===== config.mk =====
export PLATFORM = sky130hd
export DESIGN_NAME = cap_delay_line
export DESIGN_NICKNAME = d
export VERILOG_FILES = /design/src/rtl/cap_delay_line.sv
export SDC_FILE = /design/constraint.sdc
export NUM_CORES = 1
export LEC_CHECK = 0
export BUFFER_PORTS_ARGS = -buffer_cell sky130_fd_sc_hd__buf_2
export CAP_MARGIN = 10
export CORE_MARGIN = 8
export CORE_UTILIZATION = 57
export CTS_CLUSTER_SIZE = 25
export DETAILED_ROUTE_END_ITERATION = 12
export GPL_TIMING_DRIVEN = 1
export HOLD_SLACK_MARGIN = 0.1
export PLACE_DENSITY = 0.9
export SLEW_MARGIN = 10
export SYNTH_ARGS = -nofsm -noshare
export SYNTH_HDL_FRONTEND = slang
export SYNTH_SLANG_ARGS = --single-unit

===== constraint.sdc =====
create_clock -name clk -period 1.6 [get_ports clk]
set_clock_uncertainty 0.2 [all_clocks]
set_input_delay 0.16 -clock clk [delete_from_list [all_inputs] [get_ports clk]]
set_output_delay 0.16 -clock clk [all_outputs]
set_load 0.02 [all_outputs]

===== src/rtl/cap_delay_line.sv =====
module cap_delay_line #(
  parameter int W     = 24,
  parameter int DEPTH = 6,
  localparam int IW   = (DEPTH > 1) ? $clog2(DEPTH) : 1
) (
  input  logic          clk,
  input  logic          rst_n,
  input  logic          flush,
  input  logic          in_v,
  input  logic [W-1:0]  in_d,
  input  logic [IW-1:0] sel,
  output logic          out_v,
  output logic [W-1:0]  out_d
);
  logic [DEPTH-1:0] stg_v;
  logic [W-1:0]     stg_d [DEPTH];

  for (genvar i = 0; i < DEPTH; i++) begin : g_stage
    logic         nxt_v;
    logic [W-1:0] nxt_d;
    if (i == 0) begin : g_head
      assign nxt_v = in_v;
      assign nxt_d = in_d;
    end else begin : g_body
      assign nxt_v = stg_v[i-1];
      assign nxt_d = stg_d[i-1];
    end
    always_ff @(posedge clk) begin
      if (!rst_n || flush) begin
        stg_v[i] <= 1'b0;
        stg_d[i] <= '0;
      end else begin
        stg_v[i] <= nxt_v;
        stg_d[i] <= nxt_d;
      end
    end
  end

  assign out_v = stg_v[sel];
  assign out_d = stg_d[sel];
endmodule


; Word-level counts from Yosys, hierarchy flattened
; Memory sizes are Yosys's and may differ from the RTL's.
; Index checks and enable logic that the tools add are counted.
[classes]
n_addsub = 0
n_mul = 0
n_div = 0
n_lt_le_gt_ge = 1
eq_ne = 0
n_shift = 0
n_mux = 11
bitwise = 6
n_reduce_logical = 2
[ops]
columns = op, count
row1 = $mux W24, 6
row2 = $or A1 B1 Y1, 6
row3 = $lt A3 B4 Y1 const B, 1
row4 = $mux W1, 4
row5 = $bmux W1 S3, 1
row6 = $logic_not A1 Y1, 1
row7 = $logic_or A1 B1 Y1, 1
[word_totals]
register_bits = 6
latch_bits = 0
mem_bits_rw = 144
romBits = 0
mem_count = 1
[mem_list]
columns = memory, words, word_bits, rd, rd_clocked_by_memory_dff, write_ports, line
row1 = stg_d, 6, 24, 6, 0, 6, 16  ; logic [W-1:0] stg_d [DEPTH];

; Longest topological paths before layout
[depth]
depth_word = 5
depth_mapped = 4

; Worst setup path after synthesis
; No wires, ideal clock.
[synth_path]
path_kind = input port to output port
startpoint = input port sel[1]
endpoint = output port out_d[11]
arrival_time_ns = 1.235
required_ns = 1.240
slack_ns = 0.005
path_stages = 4
path_cell_list = buf_6 -> buf_6 -> mux2_2 -> mux4_2
[synth_via]
elab_chain_cells = 1
[synth_rtl]
columns = element, line
row1 = from (decl), 11  ; input logic [IW-1:0] sel,
row2 = $mem_v2 Z6 W24, --
row3 = to (decl), 13  ; output logic [W-1:0] out_d
; Every way passes these cells.

==> metrics.md <==
| Metric | Value |
|---|---|
| Outcome | complete, but fails checks |
| Failing checks | negative setup slack |
| Worst-Margin Slew | 0.680 ns |
| Nets | between 500 and 600 |
| GRT Total Usage | approximately 22% |
| Setup TNS Final | -12.20 ns |
| Crit. Startpoint | stg_d[0][22] |
| Die height | about 110 um |
| Leakage power | around 3.4 nW |
| Relative slew slack | 54.7% |
| Tcrit/Tclk final | 136% |
| Sequential area share after synthesis | between 50 and 60% |
| Remaining Overflow, GRT | 0 |
| Num rows | 35 |
| DP Area | 5700 sq um |
| # clock sinks | 150 |
| Grt met2 use | about two fifths |
| Global-route met1 utilization | 23.5% |
| Hold endpoint | g_stage[5].nxt_v |
| PwrDens | 1090 nW/um^2 |
| Max Freq | 460 MHz |
| Post-Synthesis Net Count | 437 |
| Number of global-route vias before repair | slightly above 4,000 |
| Largest net degree at the start of global routing | 47 |
| Routability cong. | 0.745 |
| DR WL/cell | around 20 um |
| Worst VDD drop | 723 uV |
| Antenna viol nets, final | 0 |
| R2r endpoint | stg_d[4][20] |
| Cells after Synth | ~400 |
| CP Capture Type | output port |
| Met3 GRT Util | ~6.3% |
| Design area | 7540 sq um |
| First-pass GRT wire length | 21,000 um |
| Final worst setup slack | -0.575 ns |
| H-tree depth | 4 |
| Root buffer cell | clkbuf_8 |
| Startpoint types | flip-flop |
| Distinct cells, synth | 14 |
| Power Total | 8.21 mW |
| Final Max Tran Viols | 0 |
| FF+latch count, synth | 150 |
| Final setup fails | 25 |
| Most Used Layer, Global Route | met2 |
| CP Data Required Time | 1.24 ns |
| Ant. Diodes | 0 |
| CTS Buffer Depth | 2 |
| Total number of vias | 3,581 |
| R2r worst-path depth | 3 |
| IO buf count | 55 |
| Non-filler cells, final | 684 |
| Worst hold start | flush |
| Inst Count DP | approximately 560 |
| Clock transition at path regs | roughly 0.070 ns |
| Mapped Area | 5240 sq um |
| Arr. time, crit path | 1.81 ns |
| Number of CTS-inserted buffers | 17 |
| RSZ-0062 raised after global routing | yes |
| Pre-CTS setup slack | -0.287 ns |
| Layout area overhead | 44.0% |
| Final WL | around 14,000 um |
| Die area | 12,500 sq um |
| Core area | 9060 sq um |
| Fillers | 403 |
| Insertion delay to the later sink of the worst-skew pair | 0.51 ns |
| Post-route DRC | 0 |
| Hold WS | about 0.13 ns |
| Hold Path Stages | 5 |
| R2R setup slack | 0.13 ns |
| Tmin final | ~2.2 ns |
| DPL Wire Length | 5850 um |
| CTS tree | built |
| Crit path max fanout | 2 |
| Vias per cell | 5.24 |
| First-pass DRT Iterations | 4 |
| Final core occ | 83.2% |
| Number of max-cap violations | 0 |
| Starting DRT DRC Count | 254 |
| Initial antenna violation count | 0 |
| Avg Inst Size Synth | 12.9 sq um |
| Initial Utilization | slightly below 60% |
| I/O pin cnt | 56 |
| Layout cell share with drive strength beyond 1 | roughly 40% |
| Synth Warn # | 0 |
| Die W | 112 um |
| Fin. Hold Viols | 0 |
| Hold WC Path Type | primary input to flip-flop |
| CP Class | flip-flop to output port |
| Reg-to-Reg Start | stg_d[3][20] |
worst max-delay path, cell delays in order (launching register included):
cell     delay (ns)
dfxtp_1        0.34
mux2_2         0.31
mux4_2         0.50
buf_6          0.15
synth_stat cells (all sizes together):
cell type	instances	share of area (%)
nor2b	1	0.12
clkbuf	17	1.2
mux2i	1	0.19
mux4	25	11
mux2	48	10
o2bb2ai	1	0.17
nand2b	1	0.12
dfxtp	150	57
and2	150	18
buf	11	1.8
inv	1	0.072
layer usage:
layer / part of all wire, % / vias to the layer above
met5: 0 / -
met4: 2.8 / 0
met3: 4.4 / 28
met2: 53 / 109
met1: 40 / 1794
li1: - / 1650
flip-flops by register name (all words and copies together) (netlist names):
| signal | count |
|---|---|
| stg_v | 1 |
| g_stage.nxt_v | 5 |
| stg_d | 144 |
repair_timing:
item | 4_1_cts | 5_1_grt
endpoints found under the setup margin | 25 | 25
buffers inserted | 5 | 4
pin swaps | 0 | 0
hold buffers | 89 | 0
hold endpoints to repair | 150 | 0
gates resized for setup | 85 | 34
kinds of logic (layout without fill, tap and decap cells):
| kind of cell | after synthesis | count (layout) | share of synthesized area, % |
|---|---|---|---|
| AND/OR/NAND/NOR | 152 | 152 | 18.2 |
| AO/OA/AOI/OAI | 1 | 1 | 0.167 |
| flip-flops | 150 | 150 | 57.3 |
| buffers and inverters | 29 | 196 | 3.10 |
| multiplexers | 74 | 74 | 21.3 |
cells in the final DEF (no fill, tap or decap), types with 2 or more instances in the layout:
master and n:
and2_1 150, dfxtp_1 102, dlygate4sd3_1 87, dfxtp_2 48, buf_2 30, mux2_2 28
mux4_2 25, buf_6 25, mux2_4 20, clkbuf_16 16, buf_4 11, buf_12 10
inv_6 4, clkinvlp_4 4, clkbuf_8 3, bufinv_16 2, clkinv_4 2
how the worst max path moves through the flow:
stage                      to  cells past startpoint  slack (ns)
global placement    out_d[15]                      5       -0.26
detailed placement  out_d[15]                      5       -0.29
global route        out_d[22]                      3       -0.62
finish              out_d[22]                      3       -0.57
CTS                  out_d[4]                      3       -0.51
floorplan           out_d[11]                      4       0.005
area by class of cell:
cell class | instances | area [sq um] | share of cell area, %
tap | 111 | 139 | 1.84
inverter | 1 | 3.75 | 0.0498
clock inverter | 12 | 143 | 1.89
timing repair buffer | 164 | 1590 | 21.1
clock buffer | 19 | 442 | 5.86
sequential | 150 | 3060 | 40.6
multi-input combinational | 227 | 2160 | 28.7
report_power, final:
| group | internal, mW | switching, mW |
|---|---|---|
| combinational | 0.274 | 0.201 |
| clock | 2.32 | 1.61 |
| sequential | 3.78 | 0.0261 |
| total | 6.37 | 1.84 |
Note: power is estimated with default switching activity, not from simulation.
